**src/rtl/mdio_slv_pkg.sv**
```systemverilog
package mdio_slv_pkg;

  localparam int FRAME_LEN = 32;
  localparam int DATA_W    = 16;
  localparam int PHY_W     = 5;
  localparam int REG_W     = 5;
  localparam int POS_W     = $clog2(FRAME_LEN);

  // bit positions inside a frame (position 0 is the first start bit)
  localparam logic [POS_W-1:0] POS_START1  = POS_W'(1);
  localparam logic [POS_W-1:0] POS_OP_END  = POS_W'(3);
  localparam logic [POS_W-1:0] POS_PHY_END = POS_W'(8);
  localparam logic [POS_W-1:0] POS_REG_END = POS_W'(13);
  localparam logic [POS_W-1:0] POS_TA1     = POS_W'(14);
  localparam logic [POS_W-1:0] POS_TA2     = POS_W'(15);
  localparam logic [POS_W-1:0] POS_DATA0   = POS_W'(16);
  localparam logic [POS_W-1:0] POS_LAST    = POS_W'(FRAME_LEN - 1);

  localparam logic [1:0] OP_WR = 2'b01;
  localparam logic [1:0] OP_RD = 2'b10;

  typedef enum logic {ST_HUNT, ST_FRAME} fsm_state_t;

endpackage

```
**src/rtl/mdio_idle_det.sv**
```systemverilog
module mdio_idle_det #(
  parameter int IDLE_LEN = 32
) (
  input  logic clk,
  input  logic rst,
  input  logic bit_i,
  input  logic clear_i,
  output logic armed_o
);
  localparam int CW = $clog2(IDLE_LEN + 1);
  localparam logic [CW-1:0] LIMIT = CW'(IDLE_LEN);

  logic [CW-1:0] ones_q;

  always_ff @(posedge clk) begin
    if (rst) begin
      ones_q <= '0;
    end else if (clear_i || !bit_i) begin
      ones_q <= '0;
    end else if (ones_q != LIMIT) begin
      ones_q <= ones_q + CW'(1);
    end
  end

  assign armed_o = (ones_q == LIMIT);
endmodule

```
**src/rtl/mdio_frame_fsm.sv**
```systemverilog
module mdio_frame_fsm
  import mdio_slv_pkg::*;
#(
  parameter int REG_AW = 3
) (
  input  logic                clk,
  input  logic                rst,
  input  logic                bit_i,
  input  logic                armed_i,
  input  logic [PHY_W-1:0]    phy_i,
  output logic                in_frame_o,
  output logic                rd_en_o,
  output logic                range_ok_o,
  output logic [REG_AW-1:0]   reg_addr_o,
  output logic                tx_start_o,
  output logic                tx_load_o,
  output logic                tx_stop_o,
  output logic                commit_o,
  output logic [DATA_W-1:0]   wdata_o,
  output logic                stb_o,
  output logic [REG_AW-1:0]   stb_addr_o,
  output logic [DATA_W-1:0]   stb_data_o
);
  fsm_state_t          state_q;
  logic [POS_W-1:0]    pos_q;
  logic [REG_W-1:0]    hdr_q;
  logic [DATA_W-2:0]   dsh_q;
  logic                is_rd_q;
  logic                is_wr_q;
  logic                stb_q;
  logic [REG_AW-1:0]   stb_addr_q;
  logic [DATA_W-1:0]   stb_data_q;
  logic                range_ok;
  logic                framing;

  generate
    if (REG_AW < REG_W) begin : g_part_map
      assign range_ok = (hdr_q[REG_W-1:REG_AW] == '0);
    end else begin : g_full_map
      assign range_ok = 1'b1;
    end
  endgenerate

  assign framing    = (state_q == ST_FRAME);
  assign in_frame_o = framing;
  assign reg_addr_o = hdr_q[REG_AW-1:0];
  assign range_ok_o = range_ok;
  assign rd_en_o    = framing && (pos_q == POS_TA1) && is_rd_q;
  assign tx_start_o = rd_en_o;
  assign tx_load_o  = framing && (pos_q == POS_TA2) && is_rd_q;
  assign tx_stop_o  = framing && (pos_q == POS_LAST);
  assign commit_o   = tx_stop_o && is_wr_q && range_ok;
  assign wdata_o    = {dsh_q, bit_i};

  always_ff @(posedge clk) begin
    if (rst) begin
      state_q    <= ST_HUNT;
      pos_q      <= '0;
      hdr_q      <= '0;
      dsh_q      <= '0;
      is_rd_q    <= 1'b0;
      is_wr_q    <= 1'b0;
      stb_q      <= 1'b0;
      stb_addr_q <= '0;
      stb_data_q <= '0;
    end else begin
      stb_q <= 1'b0;
      unique case (state_q)
        ST_HUNT: begin
          is_rd_q <= 1'b0;
          is_wr_q <= 1'b0;
          if (!bit_i && armed_i) begin
            state_q <= ST_FRAME;
            pos_q   <= POS_START1;
          end
        end
        ST_FRAME: begin
          pos_q <= pos_q + POS_W'(1);
          if (pos_q <= POS_REG_END) hdr_q <= {hdr_q[REG_W-2:0], bit_i};
          if (pos_q >= POS_DATA0)   dsh_q <= {dsh_q[DATA_W-3:0], bit_i};
          if (pos_q == POS_START1 && !bit_i) state_q <= ST_HUNT;
          if (pos_q == POS_OP_END) begin
            case ({hdr_q[0], bit_i})
              OP_WR:   is_wr_q <= 1'b1;
              OP_RD:   is_rd_q <= 1'b1;
              default: state_q <= ST_HUNT;
            endcase
          end
          if (pos_q == POS_PHY_END && {hdr_q[PHY_W-2:0], bit_i} != phy_i)
            state_q <= ST_HUNT;
          if (pos_q == POS_LAST) begin
            state_q <= ST_HUNT;
            if (commit_o) begin
              stb_q      <= 1'b1;
              stb_addr_q <= hdr_q[REG_AW-1:0];
              stb_data_q <= {dsh_q, bit_i};
            end
          end
        end
        default: state_q <= ST_HUNT;
      endcase
    end
  end

  assign stb_o      = stb_q;
  assign stb_addr_o = stb_addr_q;
  assign stb_data_o = stb_data_q;
endmodule

```
**src/rtl/mdio_regfile.sv**
```systemverilog
module mdio_regfile
  import mdio_slv_pkg::*;
#(
  parameter int REG_AW = 3
) (
  input  logic               clk,
  input  logic               rst,
  input  logic               wr_en_i,
  input  logic [REG_AW-1:0]  addr_i,
  input  logic [DATA_W-1:0]  wdata_i,
  input  logic               rd_en_i,
  input  logic               rd_ok_i,
  output logic [DATA_W-1:0]  rdata_o
);
  localparam int DEPTH = 2 ** REG_AW;

  logic [DATA_W-1:0] mem [DEPTH];
  logic [DATA_W-1:0] rd_q;
  logic              ok_q;

  // write port and registered read port, no reset on the array
  always_ff @(posedge clk) begin
    if (wr_en_i) mem[addr_i] <= wdata_i;
    if (rd_en_i) rd_q <= mem[addr_i];
  end

  always_ff @(posedge clk) begin
    if (rst)          ok_q <= 1'b0;
    else if (rd_en_i) ok_q <= rd_ok_i;
  end

  assign rdata_o = ok_q ? rd_q : '0;
endmodule

```
**src/rtl/mdio_tx.sv**
```systemverilog
module mdio_tx
  import mdio_slv_pkg::*;
(
  input  logic              clk,
  input  logic              rst,
  input  logic              start_i,
  input  logic              load_i,
  input  logic              stop_i,
  input  logic [DATA_W-1:0] rdata_i,
  output logic              mdio_o,
  output logic              mdio_oe
);
  logic [DATA_W-2:0] sh_q;
  logic              o_q;
  logic              oe_q;

  always_ff @(posedge clk) begin
    if (rst) begin
      sh_q <= '0;
      o_q  <= 1'b0;
      oe_q <= 1'b0;
    end else if (start_i) begin
      oe_q <= 1'b1;
      o_q  <= 1'b0;
    end else if (load_i) begin
      o_q  <= rdata_i[DATA_W-1];
      sh_q <= rdata_i[DATA_W-2:0];
    end else if (stop_i) begin
      oe_q <= 1'b0;
      o_q  <= 1'b0;
    end else if (oe_q) begin
      o_q  <= sh_q[DATA_W-2];
      sh_q <= {sh_q[DATA_W-3:0], 1'b0};
    end
  end

  assign mdio_o  = o_q;
  assign mdio_oe = oe_q;
endmodule

```
**src/rtl/mdio_mgmt_slave.sv**
```systemverilog
module mdio_mgmt_slave
  import mdio_slv_pkg::*;
#(
  parameter int REG_AW   = 3,
  parameter int IDLE_LEN = 32
) (
  input  logic              mdc,
  input  logic              rst,
  input  logic [4:0]        phy_addr_i,
  input  logic              mdio_i,
  output logic              mdio_o,
  output logic              mdio_oe,
  output logic              rf_wr_o,
  output logic [REG_AW-1:0] rf_waddr_o,
  output logic [15:0]       rf_wdata_o
);
  logic              armed;
  logic              in_frame;
  logic              rd_en;
  logic              range_ok;
  logic [REG_AW-1:0] reg_addr;
  logic              tx_start;
  logic              tx_load;
  logic              tx_stop;
  logic              commit;
  logic [DATA_W-1:0] wdata;
  logic [DATA_W-1:0] rdata;

  mdio_idle_det #(.IDLE_LEN(IDLE_LEN)) u_idle (
    .clk(mdc), .rst(rst), .bit_i(mdio_i), .clear_i(in_frame), .armed_o(armed)
  );

  mdio_frame_fsm #(.REG_AW(REG_AW)) u_fsm (
    .clk(mdc), .rst(rst), .bit_i(mdio_i), .armed_i(armed), .phy_i(phy_addr_i),
    .in_frame_o(in_frame), .rd_en_o(rd_en), .range_ok_o(range_ok),
    .reg_addr_o(reg_addr), .tx_start_o(tx_start), .tx_load_o(tx_load),
    .tx_stop_o(tx_stop), .commit_o(commit), .wdata_o(wdata),
    .stb_o(rf_wr_o), .stb_addr_o(rf_waddr_o), .stb_data_o(rf_wdata_o)
  );

  mdio_regfile #(.REG_AW(REG_AW)) u_rf (
    .clk(mdc), .rst(rst), .wr_en_i(commit), .addr_i(reg_addr), .wdata_i(wdata),
    .rd_en_i(rd_en), .rd_ok_i(range_ok), .rdata_o(rdata)
  );

  mdio_tx u_tx (
    .clk(mdc), .rst(rst), .start_i(tx_start), .load_i(tx_load), .stop_i(tx_stop),
    .rdata_i(rdata), .mdio_o(mdio_o), .mdio_oe(mdio_oe)
  );
endmodule

```
**config.mk**
```make
export PLATFORM = sky130hd
export DESIGN_NAME = mdio_mgmt_slave
export DESIGN_NICKNAME = d
export VERILOG_FILES = /design/src/rtl/mdio_slv_pkg.sv /design/src/rtl/mdio_idle_det.sv /design/src/rtl/mdio_frame_fsm.sv /design/src/rtl/mdio_regfile.sv /design/src/rtl/mdio_tx.sv /design/src/rtl/mdio_mgmt_slave.sv
export SDC_FILE = /design/constraint.sdc
export NUM_CORES = 1
export LEC_CHECK = 0
export BUFFER_PORTS_ARGS = -buffer_cell sky130_fd_sc_hd__buf_2
export CAP_MARGIN = 15
export CORE_MARGIN = 2
export CORE_UTILIZATION = 45
export DETAILED_ROUTE_END_ITERATION = 10
export PLACE_DENSITY = 0.73
export SLEW_MARGIN = 40
export SYNTH_ARGS = -nofsm -noshare
export SYNTH_HDL_FRONTEND = slang
export SYNTH_SLANG_ARGS = --single-unit
```
**constraint.sdc**
```tcl
create_clock -name mdc -period 3.5 [get_ports mdc]
set_clock_uncertainty 0.1 [all_clocks]
set_input_delay 0.525 -clock mdc [delete_from_list [all_inputs] [get_ports mdc]]
set_output_delay 0.525 -clock mdc [all_outputs]
set_load 0.1 [all_outputs]
```
## Yosys cells after proc, flatten, opt, wreduce, memory -nomap -nowiden

Memories as Yosys holds them, arrays and structs flattened. A register that Yosys moved wholly into a read port is not among the register bits.
Index checks and enable logic that the tools add are counted.
W data, S select, Z words.

- Bits in registers: 72
- RAM bits: 128
- Bits of input ports: 8
- Output and inout port bits: 22
- Word-level logic and storage cells: 93
- Memories: 1

- $add $sub $neg: 2
- Order comparisons: 2
- Eq/ne operators: 17
- Mux-type cells: 27
- Bitwise gates (word level): 3
- Reductions and logical operators: 27

Memories:

| memory | words | width | read ports | clocked after memory_dff | wr ports | RTL line | text |
|---|---|---|---|---|---|---|---|
| u_rf.mem | 8 | 16 | 1 | 1 | 1 | mdio_regfile.sv:17 | `logic [DATA_W-1:0] mem [DEPTH];` |

Operators by type and width:

| operator | number |
|---|---|
| $mux W15 | 3 |
| $mux W1 | 18 |
| $mux W16 | 1 |
| $eq A5 B4 Y1 const B | 3 |
| $logic_and A1 B1 Y1 | 10 |
| $ne A2 B2 Y1 const B | 5 |
| $pmux W5 S2 | 1 |
| $reduce_and A2 Y1 | 5 |
| $add A6 B1 Y6 const B | 1 |
| $eq A6 B6 Y1 const B | 1 |
| $ne A6 B6 Y1 const B | 1 |
| $pmux W1 S2 | 3 |
| $reduce_and A3 Y1 | 2 |
| $reduce_or A2 Y1 | 3 |
| $add A5 B1 Y5 const B | 1 |
| $eq A5 B1 Y1 const B | 1 |
| $eq A5 B2 Y1 const B | 1 |
| $eq A5 B5 Y1 const B | 1 |
| $ge A5 B5 Y1 const B | 1 |
| $le A5 B4 Y1 const B | 1 |
| $mux W5 | 1 |
| $ne A5 B5 Y1 | 1 |
| $reduce_bool A2 Y1 | 2 |
| $not A1 Y1 | 3 |
| other kinds (8) | 8 |

## Depth between registers and ports, before layout

- Depth in word-level cells: 8
- Depth in mapped cells: 9
- Mapped depth without buffers: 7

## Modules after synthesis

From an unflattened synthesis, not the netlist that was laid out.

- Cell total of the unflattened synthesis: 689
- Area total of the unflattened synthesis: 8946.1 µm²

Modules (own cells, without submodules):

| module | times used | cells an instance | area an instance (µm²) | seq. area each (µm²) |
|---|---|---|---|---|
| mdio_regfile | 1 | 314 | 5681.7 | 4344.2 |
| mdio_frame_fsm | 1 | 246 | 2044.5 | 960.9 |
| mdio_tx | 1 | 95 | 917.1 | 340.3 |
| mdio_idle_det | 1 | 34 | 302.8 | 120.1 |

## Worst setup path before layout

Ideal clock, no wire load.

- Kind: register -> register
- From: register u_fsm.pos_q[0]
- To: memory u_rf.mem[0][0] (enable)
- Setup time: 0.430 ns
- Arrival time: 3.087 ns
- Data required time: 2.970 ns
- Setup slack: -0.118 ns
- Cell stages (with the launch flop): 7
- Buffers on the path: 1
- Clock period less this slack: 3.618 ns
- Cell sequence: dfxtp_1 -> ha_1 -> and3_1 -> ha_1 -> nand4_1 -> clkbuf_1 -> nor4_1

- Word-level cells in the longest chain between the ends: 6

Ends and longest elaborated chain:

| item | RTL line | text |
|---|---|---|
| start: declaration | mdio_frame_fsm.sv:25 | `logic [POS_W-1:0] pos_q;` |
| start signal: assignment | mdio_frame_fsm.sv:78 | `pos_q <= pos_q + POS_W'(1);` |
| $eq A5 B5 Y1 | mdio_frame_fsm.sv:51 | `assign tx_stop_o = framing && (pos_q == POS_LAST);` |
| $logic_and A1 B1 Y1 | mdio_frame_fsm.sv:51 |  |
| $logic_and A1 B1 Y1 (2 in a row) | mdio_frame_fsm.sv:52 | `assign commit_o = tx_stop_o && is_wr_q && range_ok;` |
| $mux W1 | mdio_regfile.sv:23 | `if (wr_en_i) mem[addr_i] <= wdata_i;` |
| $mux W1 (implied by the code) | mdio_regfile.sv:23 |  |
| end: declaration | mdio_regfile.sv:17 |  |

No other way between the ends.

## Worst setup path in the final report

- From: register u_fsm.pos_q[0]
- To: register u_tx.sh_q[7]

- Word-level cells in the longest chain between the ends: 5
- Elaborated cells between the ends (all ways): 13
- Classes of those cells: eq/ne: 4; mux: 1; bitwise: 1; reduce/logical: 7

Ends and longest elaborated chain:

| item | RTL line | text |
|---|---|---|
| $eq A5 B4 Y1 (on tied branches) | mdio_frame_fsm.sv:50, mdio_frame_fsm.sv:48 |  |
| $logic_and A1 B1 Y1 (on tied branches) (2 in a row) | mdio_frame_fsm.sv:50, mdio_frame_fsm.sv:48 |  |
| $ne A2 B2 Y1 (no source line), or another cell as far along | - |  |
| $reduce_and A3 Y1 (no source line) | - |  |
| end signal: assignment | mdio_tx.sv:27 | `sh_q <= rdata_i[DATA_W-2:0];` |
| end signal: assignment | mdio_tx.sv:33 | `sh_q <= {sh_q[DATA_W-3:0], 1'b0};` |
| end: declaration | mdio_tx.sv:13 | `logic [DATA_W-2:0] sh_q;` |

Several ways; a longest one is shown, not always the timed one.
A chain may end at the register's enable or synchronous reset.

==> out/metrics.yaml <==
setup_path:
  worst_r2r_endpoint: "u_tx.sh_q[7]$_SDFFE_PP0P_"
  timing.critical_path.depth: 7
  setup.worst_path.end_class: "flip-flop"
  critical_path.slowest_cell: "sky130_fd_sc_hd__and3_1"
  timing.reg2reg.setup_slack_ns: 0.74
  cp_top_family: "simple AND/OR/NAND/NOR gates"
  ordered_cell_list_for_the_critical_path: "ha_1, and3_1, ha_1, and3_1, o22a_4, nor2_1, a311oi_2"
  critical_path_class: "flip-flop to flip-flop"
  critical_path_buf_inv_count: 0
  crit_path_from: "u_fsm.pos_q[0]$_SDFFE_PP0P_"
  setup.worst_path.start_class: "flip-flop"
  timing.critical_path.arrival_ns: 3.07
  timing.reg2reg.worst_path_depth: 7
  worstPathMaxFanout: 30
  data_required_critical_path_ns: 3.81
  regToRegStartpoint: "u_fsm.pos_q[0]$_SDFFE_PP0P_"
  endpoint: "u_tx.sh_q[7]$_SDFFE_PP0P_"
  delay_contributed_by_the_slowest_stage_of_the_critical_path_ns: 0.55
logic_synthesis:
  ys_seq_elements: 216
  synth.top_cells.by_area: "sky130_fd_sc_hd__edfxtp_1 (50%), sky130_fd_sc_hd__dfxtp_1 (17%), sky130_fd_sc_hd__mux2i_1 (4.9%)"
  synth_enable_flop_cells: 144
  ys_async_sr_fraction_pct: 0
  mappedNetlistNets: 696
  yosysTopAreaCell: "sky130_fd_sc_hd__edfxtp_1"
  ys_warn_count: 0
  sequential_to_total_area_share_from_yosys_stat_pct: 66.9
  syn-cell-area_um2: 8620
  post_synth_inst_count: 678
  synth_cell_type_count: 48
  dominantRegCellSynth: "sky130_fd_sc_hd__edfxtp_1"
  postSynthAreaPerCell_um2: 12.7
  yosys.area.top_type_share_pct: 50.2
die:
  chipHeight_um: 142
  floorplan.core_area_um2: 18800
  fp.dieW_um: 142
  row_count: 50
  io_pins: 30
  start_util_pct: 45.9
  die_area_um2: 20300
final_layout:
  area_growth_from_synthesis_to_layout_pct: 13.0
  final_common_cell: "sky130_fd_sc_hd__edfxtp_1"
  share_of_final_layout_standard_cells_stronger_than_drive_strength_1_pct: 16.3
  antennaDiodeCount: 0
  mostFrequentLayoutCells: "sky130_fd_sc_hd__edfxtp_1 (144), sky130_fd_sc_hd__nand2_1 (92), sky130_fd_sc_hd__dfxtp_1 (69)"
  final-instance-count-excl-fill: 957
  final_net_count: 727
pwr:
  netSwitchingFraction_pct: 18.9
  clock_share_of_power_pct: 44.5
  netSwitchingPower_uw: 928
  cell_internal_pwr_uw: 3980
  share_seq_of_total_power_pct: 54.8
  report.power.total_uw: 4910
  power_frac_comb_pct: 0.7
  cellPowerDensity_nw_per_um2: 505
  p_leak_uw: 0.00317
  power.ir.vdd_worst_mv: 0.217
sta:
  hold_violations: 0
  finalSetupViolCount: 0
  clock.fmax_ghz: 0.362
  final.min_clock_period_ns: 2.76
  grt_setup_unrepaired: "no"
  finalMaxSlewViolations: 0
  setup-tns-final_ns: 0
  layout_worst_path_cycle_share_pct: 78.9
  post_route_setup_slack_ns: 0.738
  max_slew_margin_pct: 45.2
  tightest_slew_ns: 0.822
clocking:
  cts-htree-levels: 1
  cts_hold_buffers: 0
  tritoncts.num_buffers: 21
  cts.path.max_buffers: 3
  ctsResizeCount: 0
  clockRootBuffer: "sky130_fd_sc_hd__clkbuf_16"
  path_clk_slew_ns: 0.06
  cts_setup_buffers: 0
  tritoncts: "done"
  worstSkewPairLatency_ns: 0.50
  clock-sinks: 216
grt:
  grt_util_met3_pct: 3.30
  grt_first_pass_wirelength_mm: 28.7
  top_usage_layer: "met2"
  global_routing_usage_on_met1_pct: 23.1
  routing_usage_on_met2_pct: 31.5
  grt-ovfl-total: 0
  maximum_number_of_pins_on_one_net_before_global_route_repair: 38
  antenna_violations_before_repair: 0
  grtUsageTotal_pct: 18.2
  first_global_vias: 5418
routing:
  routed_wire_length_per_instance_um: 19.0
  post_drt_via_cell_ratio: 5.60
  detail-route-antenna-nets: 0
  routed_wl_mm: 18.1
  drc: 0
  detail_route.iter0.violations: 447
  dr.pass1.iters: 5
  dr_total_vias: 5356
place:
  globalplace.congestion: 0.821
  placement.io_buffers: 29
  place.detailed.instances: 920
  place.detailed.hpwl_mm: 11.6
  dp_worst_setup_slack_ns: 0.784
worst_hold_path:
  worst_hold_path_type: "flip-flop to flip-flop"
outcome:
  run_status: "finished, final reports clean"
run:
  timing.max_cap.violations: 0
## per-stage QoR
stage               cell area, um^2  util, %  hold slack [ns]
global route                   9730     51.9            0.369
finish                         9730     51.9            0.355
detailed placement             9060     48.3            0.347
floorplan                      8620        -            0.346
global placement               9060     48.3            0.340
CTS                            9730     51.9            0.355
## area by class of cell
type                            instances  area (um^2)
Fill cell                            1555         9030
Sequential cell                       216         5770
Multi-Input combinational cell        409         2610
Clock buffer                           35          661
Timing Repair Buffer                   53          363
Tap cell                              234          293
Inverter                                8         30.0
Clock inverter                          2         10.0
## worst min-delay path, stage by stage (launching register included)
cell	delay, ns
sky130_fd_sc_hd__dfxtp_1	0.31
sky130_fd_sc_hd__nand2_1	0.05
sky130_fd_sc_hd__a21oi_1	0.05
## flip-flops by register name, summed over array words and instances (netlist names)
name,cells
u_rf.mem,128
u_fsm.stb_data_o,16
u_rf.rd_q,16
u_fsm.dsh_q,15
u_tx.sh_q,15
u_idle.ones_q,6
u_fsm.hdr_q,5
u_fsm.pos_q,5
u_fsm.stb_addr_o,3
u_fsm.in_frame_o,1
u_fsm.is_rd_q,1
u_fsm.is_wr_q,1
u_fsm.stb_o,1
u_rf.ok_q,1
u_tx.mdio_o,1
u_tx.mdio_oe,1
## worst min path at each step
stage | startpoint | cells past startpoint | slack, ns | end
final | u_fsm.stb_data_o[10]$_SDFFE_PP0P_ | 2 | 0.36 | u_fsm.stb_data_o[10]$_SDFFE_PP0P_
after global routing | mdio_i | 1 | 0.37 | u_rf.mem[6][0]$_DFFE_PP_
after CTS | u_fsm.stb_data_o[13]$_SDFFE_PP0P_ | 2 | 0.36 | u_fsm.stb_data_o[13]$_SDFFE_PP0P_
after detailed placement | u_fsm.stb_data_o[10]$_SDFFE_PP0P_ | 2 | 0.35 | u_fsm.stb_data_o[10]$_SDFFE_PP0P_
after global placement | u_fsm.stb_data_o[1]$_SDFFE_PP0P_ | 2 | 0.34 | u_fsm.stb_data_o[1]$_SDFFE_PP0P_
after floorplan | u_tx.sh_q[0]$_SDFFE_PP0P_ | 2 | 0.35 | u_tx.sh_q[0]$_SDFFE_PP0P_
## power by group through the flow
stage	clock [uW]	combinational, uW	sequential [uW]
finish	2180	36.8	2690
global route	2320	39.8	2690
CTS	2220	37.0	2690
detailed placement	0	36.9	2750
global placement	0	34.7	2750
floorplan	0	22.6	2750
## layer usage
layer / vias to the layer above / routed length (um)
met2: 155 / 8910
met3: 43 / 1000
li1: 2549 / -
met5: - / 0
met4: 0 / 521
met1: 2609 / 7710
## kinds of logic (layout without fill, tap and decap cells)
family / Yosys count / in the layout / synth area share, %
DFF: 216 / 216 / 66.9
AOI/OAI and AO/OA: 131 / 131 / 10.8
xor gates and xnor gates: 10 / 10 / 1.02
buffers and inverters: 53 / 98 / 3.21
and+or+nand+nor: 203 / 203 / 10.0
adders and majority gates: 10 / 10 / 1.45
muxes: 55 / 55 / 6.58
## cell usage after synthesis, drive strengths merged, types with 2 or more instances
master,number
a21oi,54
a22oi,12
ha,10
o221ai,4
nand2b,5
nand3,25
o21ai,16
inv,8
a31oi,5
dfxtp,72
mux2i,42
and3,2
xor2,5
edfxtp,144
buf,32
a21o,2
xnor2,5
a211oi,2
o22a,12
a221oi,2
a311oi,16
nand2,92
nor2b,4
nand4,3
clkbuf,13
nor3,7
mux2,13
nor2,59
Power figures use the tool's default switching activity.
